[src/rtl/wake_smi_ctrl.sv]
module wake_smi_ctrl #(
  parameter int NPIN = 3,
  parameter int DW = 8,
  parameter int AW = 3,
  parameter logic [NPIN-1:0] WAKE_SRC = '1,
  parameter logic [NPIN-1:0] SMI_SRC = 3'b011
) (
  input  logic            clk,
  input  logic            rst_n,
  input  logic [NPIN-1:0] pin_in,
  input  logic [AW-1:0]   reg_addr,
  input  logic            reg_we,
  input  logic [DW-1:0]   reg_wdata,
  output logic [DW-1:0]   reg_rdata,
  output logic            wake_n,
  output logic            smi_n
);
  localparam logic [AW-1:0] A_GLB  = AW'(0);
  localparam logic [AW-1:0] A_WSTS = AW'(1);
  localparam logic [AW-1:0] A_WEN  = AW'(2);
  localparam logic [AW-1:0] A_SSTS = AW'(3);
  localparam logic [AW-1:0] A_SEN  = AW'(4);
  localparam logic [AW-1:0] A_POL  = AW'(5);

  logic [NPIN-1:0] sync1, sync2, last, ev;
  logic [NPIN-1:0] pol, wsts, wen, ssts, sen;
  logic            glb;

  wire [NPIN-1:0] wd = reg_wdata[NPIN-1:0];
  wire wr_glb  = reg_we && reg_addr == A_GLB;
  wire wr_wsts = reg_we && reg_addr == A_WSTS;
  wire wr_wen  = reg_we && reg_addr == A_WEN;
  wire wr_ssts = reg_we && reg_addr == A_SSTS;
  wire wr_sen  = reg_we && reg_addr == A_SEN;
  wire wr_pol  = reg_we && reg_addr == A_POL;

  assign ev = (sync2 ^ last) & (sync2 ^ pol);

  always_ff @(posedge clk or negedge rst_n) begin
    if (!rst_n) begin
      sync1 <= '0;
      sync2 <= '0;
      last  <= '0;
      pol   <= '0;
      wsts  <= '0;
      wen   <= '0;
      ssts  <= '0;
      sen   <= '0;
      glb   <= 1'b0;
    end else begin
      sync1 <= pin_in;
      sync2 <= sync1;
      last  <= sync2;
      if (wr_glb) glb <= reg_wdata[0];
      if (wr_pol) pol <= wd;
      if (wr_wen) wen <= wd & WAKE_SRC;
      if (wr_sen) sen <= wd & SMI_SRC;
      wsts <= (wsts & ~(wr_wsts ? wd : '0)) | (ev & WAKE_SRC);
      ssts <= (ssts & ~(wr_ssts ? wd : '0)) | (ev & SMI_SRC);
    end
  end

  always_comb begin
    case (reg_addr)
      A_GLB:   reg_rdata = DW'(glb);
      A_WSTS:  reg_rdata = DW'(wsts);
      A_WEN:   reg_rdata = DW'(wen);
      A_SSTS:  reg_rdata = DW'(ssts);
      A_SEN:   reg_rdata = DW'(sen);
      A_POL:   reg_rdata = DW'(pol);
      default: reg_rdata = '0;
    endcase
  end

  assign wake_n = ~(glb & |(wsts & wen));
  assign smi_n  = ~|(ssts & sen);
endmodule


[config.mk]
export PLATFORM = sky130hd
export DESIGN_NAME = wake_smi_ctrl
export DESIGN_NICKNAME = d
export VERILOG_FILES = /design/src/rtl/wake_smi_ctrl.sv
export SDC_FILE = /design/constraint.sdc
export NUM_CORES = 1
export LEC_CHECK = 0
export BUFFER_PORTS_ARGS = -buffer_cell sky130_fd_sc_hd__buf_2
export CAP_MARGIN = 15
export CORE_ASPECT_RATIO = 1.75
export CORE_MARGIN = 2
export CORE_UTILIZATION = 45
export CTS_CLUSTER_SIZE = 30
export DETAILED_ROUTE_END_ITERATION = 7
export PLACE_DENSITY = 0.79
export SLEW_MARGIN = 20
export SYNTH_ARGS = -nofsm -noshare
export SYNTH_HDL_FRONTEND = slang
export SYNTH_SLANG_ARGS = --single-unit
[constraint.sdc]
create_clock -name clk -period 2.07 [get_ports clk]
set_input_delay 0.3105 -clock clk [delete_from_list [all_inputs] [get_ports clk]]
set_output_delay 0.3105 -clock clk [all_outputs]
set_load 0.005 [all_outputs]
### After elaboration in Yosys (flattened, before gate mapping)

Index checks and enable logic that the tools add are counted.

| word-level totals | value |
|---|---|
| bits in read-only memories | 0 |
| output and inout bits | 10 |
| flip-flop bits (word level) | 24 |
| latch bits | 0 |
| word-level logic and storage cells | 40 |
| memory bits (writable) | 0 |
| bits of input ports | 17 |
| memories | 0 |

| operators by class | value |
|---|---|
| shifts and indexed selects | 0 |
| add/subtract/negate cells | 0 |
| multiplexer cells | 3 |
| multiply operators | 0 |
| equality and inequality tests | 5 |
| $lt $le $gt $ge | 0 |
| reductions and logical operators | 10 |
| bitwise logic cells | 13 |
| divide/modulo/power cells | 0 |

Operators with widths:

| cell | number |
|---|---|
| case mux 3 bit (6 select lines) | 1 |
| bitwise AND 3 bit | 4 |
| == test 3 x 2 -> 1 bit (second input constant) | 2 |
| == test 3 bit (second input constant) | 2 |
| logical AND 1 bit | 6 |
| 2-to-1 mux 3 bit | 2 |
| NOT 3 bit | 2 |
| OR reduction 3 bit | 2 |
| bitwise XOR 3 bit | 2 |
| bitwise AND 3 x 2 -> 3 bit | 1 |
| == test 3 x 1 -> 1 bit (second input constant) | 1 |
| zero test 3 bit | 1 |
| OR 3 x 2 -> 3 bit | 1 |
| OR 3 bit | 1 |
| bitwise AND 1 bit | 1 |
| zero test 1 bit | 1 |
| NOT 1 bit | 1 |

### Depth between registers and ports, before layout

Gate-level depths: netlist of the first run.

| depth | value |
|---|---|
| depth in word-level cells | 6 |
| gate-level depth with buffers | 4 |
| gate-level depth less buffers | 3 |

### Worst setup path before layout of the first run

Ideal clock, no wire load.

| timing | value |
|---|---|
| path kind | register to output |
| from | reg pol[0] |
| to | out reg_rdata[0] |
| data required time | 1.760 ns |
| slack | 0.664 ns |
| cell stages (with the launch flop) | 3 |
| arrival time | 1.096 ns |
| buffers on the path | 0 |
| path through | dfrtp_1 mux4_2 mux2_2 |

| between the ends | value |
|---|---|
| cells in the longest elaborated chain, start to end | 1 |

RTL lines:

| item | line | source |
|---|---|---|
| start, declared | 26 | `logic [NPIN-1:0] pol, wsts, wen, ssts, sen;` |
| start signal, assigned | 55 | `if (wr_pol) pol <= wd;` |
| case mux 3 bit (6 select lines) | 64 | `case (reg_addr)` |
| end, declared | 14 | `output logic [DW-1:0] reg_rdata,` |

Every way passes these cells.

### Worst setup path in the final report of the first run

Same ends and word-level chain as after synthesis.

==> results of run 1 <==
[Yosys cell counts]
master     n
a211oi_1   1
a21boi_0   1
a21o_1     6
a21oi_1    2
a221o_1    1
a222oi_1   1
a22oi_1    1
and4b_1    1
and4bb_1   1
and4bb_2   1
buf_2      1
buf_4      7
conb_1     1
dfrtp_1   24
mux2_1     1
mux2_2     9
mux2i_1    3
mux4_2     1
nand2_1   10
nand2b_1   3
nand3b_1   3
nand4b_2   1
nor2_1     4
nor3_2     1
nor4b_2    1
o21ai_0    1
o22ai_1    2
[where the power goes]
group / switching, mW / leakage (nW) / internal, mW
combinational: 0.0734 / 0.256 / 0.0972
clock: 0.134 / 0.0357 / 0.258
sequential: 0.0465 / 0.274 / 0.527
total: 0.254 / 0.566 / 0.882
[layout make-up]
class,instances,area [um2]
multi-input cells,61,468
flip-flops and latches,24,601
clock buffers,3,41.3
fillers,207,1080
well taps,25,31.3
repair buffers,16,80.1
clock inverters,1,30.0
[path summary, 6_finish.rpt]
kind,to,slack (ns)
worst max-delay path,reg_rdata[0],0.25
worst min-delay path,sync2[2],0.01
worst max register to register,wsts[2],1.17
worst min register to register,sync2[0],0.36
max in group asynchronous,glb,1.71
min in group clk,sync1[2],0.15
[stage by stage]
stage	cell area (um2)	worst slack [ns]	cells	util [%]
4_1_cts	1250	0.226	130	53.7
3_5_place_dp	1180	0.258	126	50.6
6_report	1250	0.248	130	53.7
2_1_floorplan	1130	0.664	93	-
3_3_place_gp	1180	0.279	126	50.6
5_1_grt	1250	0.185	130	53.7
[worst max-delay path, delay by kind of cell, from the launching register on]
family                 cells  cell delay [ns]
multiplexers               2             0.72
flip-flops                 1             0.40
buffers and inverters      1             0.12
[sequential cells by signal, summed over array words and instances (netlist names)]
signal and count:
sen 2, glb 1, wsts 3, sync1 3, pol 3, sync2 3
ssts 3, wen 3, last 3
[layer usage]
metal / vias up / GRT usage (%)
met1: 349 / 17.8
met4: 0 / 5.38
li1: 345 / -
met2: 13 / 25.2
met5: - / 0
met3: 4 / 2.34
[logic make-up after synthesis]
logic type      after synthesis  synth area share (%)
mux                          14                  14.9
other cells                   1                 0.338
compound gates               16                  10.4
buf+inv                       8                  5.18
flops                        24                  54.1
simple gates                 26                  15.2
==> run_results.csv, run 1 <==
group,metric,value,unit
detailed_routing,route.met2.wl,1000,um
global_route,grt_max_degree,25,
detailed_routing,vias_per_cell,5.47,
placement,hpwl,1460,um
power,p_per_area,908,nW/um2
clock_network,ctsHtreeMaxLevel,1,
finish,antenna_cells,0,
clock_network,clock-root-buffer,"clkbuf_8",
global_route,antenna_found_initial,0,
global_route,overflow,0,
synthesis,ys_seq_elements,24,
finish,final_nets,123,
detailed_routing,drt_iter0_markers,20,
floorplanning,io_pins,27,
clock_network,cts_sinks,24,
timing,whs,0.0117,ns
clock_network,clk_path_buf_depth,2,
power,p_leak,0.566,nW
timing,relSlewSlack,65.7,%
floorplanning,core_area,2330,um2
global_route,grt_pass1_vias,719,
hold_path,hp-class,"in2async",
finish,final_layout_size_suffix_gt1_share,32.4,%
global_route,grt_use_total,14.6,%
clock_network,cts_tree,"done",
detailed_routing,via_count,711,
setup_path,worstPathCellList,"mux4_2 > mux2_2 > buf_2",
timing,max_freq,549,MHz
timing,setup_viol,0,
finish,synthToLayoutAreaGrowth,12.6,%
setup_path,startpoint,"pol[0]",
synthesis,ys_seq_area_share,54.1,%
setup_path,crit_fanout,4,
timing,finalCriticalPeriod,1.82,ns
setup_path,arrival,1.51,ns
clock_network,cts.repair.resized,0,
timing,finalCritPeriodShare,88.0,%
setup_path,critPathRequiredTime,1.76,ns
setup_path,cpPeakStageDelay,0.46,ns
clock_network,insertion_delay,0.26,ns
detailed_routing,routed_wl,1860,um
flow_run,drv_cap,0,
setup_path,slowest_stage,"mux4_2",
detailed_routing,drc,0,
synthesis,yosys.area.top_type_share,54.1,%
setup_path,ff2ff_path_depth,3,
floorplanning,start_util,47.7,%
clock_network,clk_pin_slew,0.08,ns
run_status,outcome,"finished clean",
timing,worst_pin_slew,0.514,ns
placement,routabilityCongestion,0.718,
floorplanning,rows,23,
power,ir_drop,0.000600,V
timing,hold_viol,0,
synthesis,syn_inst,89,
setup_path,crit_path_end_kind,"output port",
setup_path,path_class,"reg2out",
synthesis,yosysTopAreaCell,"dfrtp_1",
synthesis,synthTopCellsByArea,"dfrtp_1, mux2_2, buf_4, a21o_1, nand2_1",
timing,finalSetupTns,0,ns
timing,skew,0.000463,ns
power,power,1.14,mW
setup_path,rr_startpoint,"pol[2]",
synthesis,ys_types,27,
detailed_routing,drt-met1-wl,779,um
timing,slew_violations,0,
detailed_routing,wl_per_cell,14.3,um
floorplanning,die-area,2900,um2
floorplanning,die_w,41.6,um
detailed_routing,highest_layer,"met4",
finish,final_cell_mix,"dfrtp_1, buf_2, nand2_1",
clock_network,numCtsBuffers,3,
placement,port_buffers,16,
floorplanning,die_h,69.7,um
setup_path,cp-start-kind,"flop",
detailed_routing,met3WireLength,54,um
detailed_routing,first_pass_iters,5,
finish,mostFrequentLayoutCell,"dfrtp_1",
synthesis,yosys_warnings,0,
clock_network,post_cts_buffers,0,
detailed_routing,ant_nets,0,
synthesis,avgSynthCellArea,12.5,um2
timing,rsz0062_at_grt,"false",
clock_network,hold_buffers,0,
global_route,grt_pass1_wl,3350,um
synthesis,synthesis.area,1110,um2
Note: power is estimated with default switching activity, not from simulation.
==> run 2, diff against run 1 <==
--- a/config.mk
+++ b/config.mk
@@ -7,12 +7,13 @@
 export LEC_CHECK = 0
 export BUFFER_PORTS_ARGS = -buffer_cell sky130_fd_sc_hd__buf_2
 export CAP_MARGIN = 15
+export CELL_PAD_IN_SITES_DETAIL_PLACEMENT = 1
+export CELL_PAD_IN_SITES_GLOBAL_PLACEMENT = 1
 export CORE_ASPECT_RATIO = 1.75
-export CORE_MARGIN = 2
-export CORE_UTILIZATION = 45
+export CORE_UTILIZATION = 44
 export CTS_CLUSTER_SIZE = 30
 export DETAILED_ROUTE_END_ITERATION = 7
-export PLACE_DENSITY = 0.79
+export PLACE_DENSITY = 0.92
 export SLEW_MARGIN = 20
 export SYNTH_ARGS = -nofsm -noshare
 export SYNTH_HDL_FRONTEND = slang
==> run_results.csv, run 2 (same netlist as run 1, synthesis figures left out) <==
group,metric,value,unit
setup_path,path_class,"reg2out",
global_route,grt_use_total,20.0,%
setup_path,crit_cells,3,
floorplanning,start_util,47.7,%
finish,final_cell_mix,"dfrtp_1, buf_2, nand2_1",
clock_network,numCtsBuffers,3,
timing,setup_viol,0,
detailed_routing,drc,0,
timing,max_freq,541,MHz
finish,final_nets,123,
setup_path,slowest_stage,"mux4_2",
clock_network,clk_path_buf_depth,2,
global_route,grt_pass1_wl,3560,um
floorplanning,rows,23,
detailed_routing,vias_per_cell,5.70,
power,ir_drop,0.000539,V
run_status,violations,"hold timing",
global_route,antenna_found_initial,0,
clock_network,clock-root-buffer,"clkbuf_8",
setup_path,crit_path_end_kind,"output port",
global_route,grt_pass1_vias,735,
timing,finalCriticalPeriod,1.85,ns
setup_path,crit_fanout,4,
timing,whs,-0.000298,ns
global_route,grt_max_degree,25,
finish,utilization,53.7,%
power,p_per_area,931,nW/um2
detailed_routing,routed_wl,2340,um
floorplanning,core_area,2330,um2
clock_network,cts_sinks,24,
timing,hold_viol,2,
detailed_routing,first_pass_iters,4,
timing,skew,0.000906,ns
setup_path,cpPeakStageDelay,0.46,ns
setup_path,critPathTopFamily,"multiplexers",
detailed_routing,wl_per_cell,18.0,um
placement,port_buffers,16,
timing,worst_pin_slew,0.518,ns
timing,slew_violations,0,
clock_network,clk_pin_slew,0.08,ns
clock_network,post_cts_buffers,0,
timing,relSlewSlack,65.5,%
power,p_leak,0.566,nW
setup_path,path_buf_inv,1,
finish,synthToLayoutAreaGrowth,12.6,%
placement,hpwl,1700,um
timing,finalCritPeriodShare,89.3,%
timing,finalSetupTns,0,ns
finish,antenna_cells,0,
floorplanning,die_w,40.0,um
detailed_routing,ant_nets,0,
detailed_routing,via_count,741,
finish,mostFrequentLayoutCell,"dfrtp_1",
placement,routabilityCongestion,0.757,
clock_network,cts.repair.resized,0,
clock_network,hold_buffers,0,
setup_path,worstPathCellList,"mux4_2 > mux2_2 > buf_2",
hold_path,hp-class,"in2async",
timing,rsz0062_at_grt,"false",
detailed_routing,drt_iter0_markers,18,
clock_network,ctsHtreeMaxLevel,1,
floorplanning,die-area,2740,um2
setup_path,cp-start-kind,"flop",
clock_network,cts_tree,"done",
finish,fillers,258,
setup_path,arrival,1.54,ns
clock_network,insertion_delay,0.27,ns
global_route,overflow,0,
floorplanning,die_h,68.5,um
setup_path,ff2ff_path_depth,3,
setup_path,critPathRequiredTime,1.76,ns
floorplanning,io_pins,27,
flow_run,drv_cap,0,
finish,final_layout_size_suffix_gt1_share,32.4,%
run_status,outcome,"finished, violations left",
run 2: cell counts in the layout (fill, tap and decap cells not counted):
No cell type changed its count.
run 2: through the flow:
step / cell area, um2 / std cells / power, mW / worst slack, ns
after floorplan: 1130 / 93 / 0.693 / 0.664
after global placement: 1180 / 126 / 0.748 / 0.274
after detailed placement: 1180 / 126 / 0.764 / 0.263
after CTS: 1250 / 130 / 1.18 / 0.206
after global routing: 1250 / 130 / 1.21 / 0.184
final: 1250 / 130 / 1.16 / 0.222
run 2: power by group:
group | internal [mW] | leakage, nW | switching [mW] | total, mW
Combinational | 0.0972 | 0.256 | 0.0767 | 0.174
Clock | 0.259 | 0.0357 | 0.154 | 0.413
Sequential | 0.526 | 0.274 | 0.0517 | 0.578
run 2: area by class of cell:
cell class | instances | area, um2 | area share, %
clock buffer | 3 | 41.3 | 3.30
multi-input combinational | 61 | 468 | 37.4
tap | 25 | 31.3 | 2.50
timing repair buffer | 16 | 80.1 | 6.40
sequential | 24 | 601 | 48.0
clock inverter | 1 | 30.0 | 2.40
run 2: worst paths after layout:
kind / from / slack [ns] / endpoint
max: pol[0] / 0.22 / reg_rdata[0]
min: rst_n / -0.0003 / sync1[2]
max reg2reg: last[0] / 1.13 / wsts[0]
min reg2reg: sync1[1] / 0.36 / sync2[1]
max in group asynchronous: rst_n / 1.72 / glb
min in group clk: pin_in[1] / 0.14 / sync1[1]
run 2: worst reg2reg max path, delay by kind of cell, from the launching register on:
kind | cells | cell delay [ns]
compound gates | 2 | 0.36
flops | 1 | 0.38
simple gates | 1 | 0.14
run 2: layer usage:
metal / track usage, % / wire length (um) / vias up
li1: - / - / 347
met1: 23.9 / 975 / 378
met2: 32.7 / 1260 / 11
met3: 1.95 / 48 / 5
met4: 12.9 / 58 / 0
met5: 0 / 0 / -
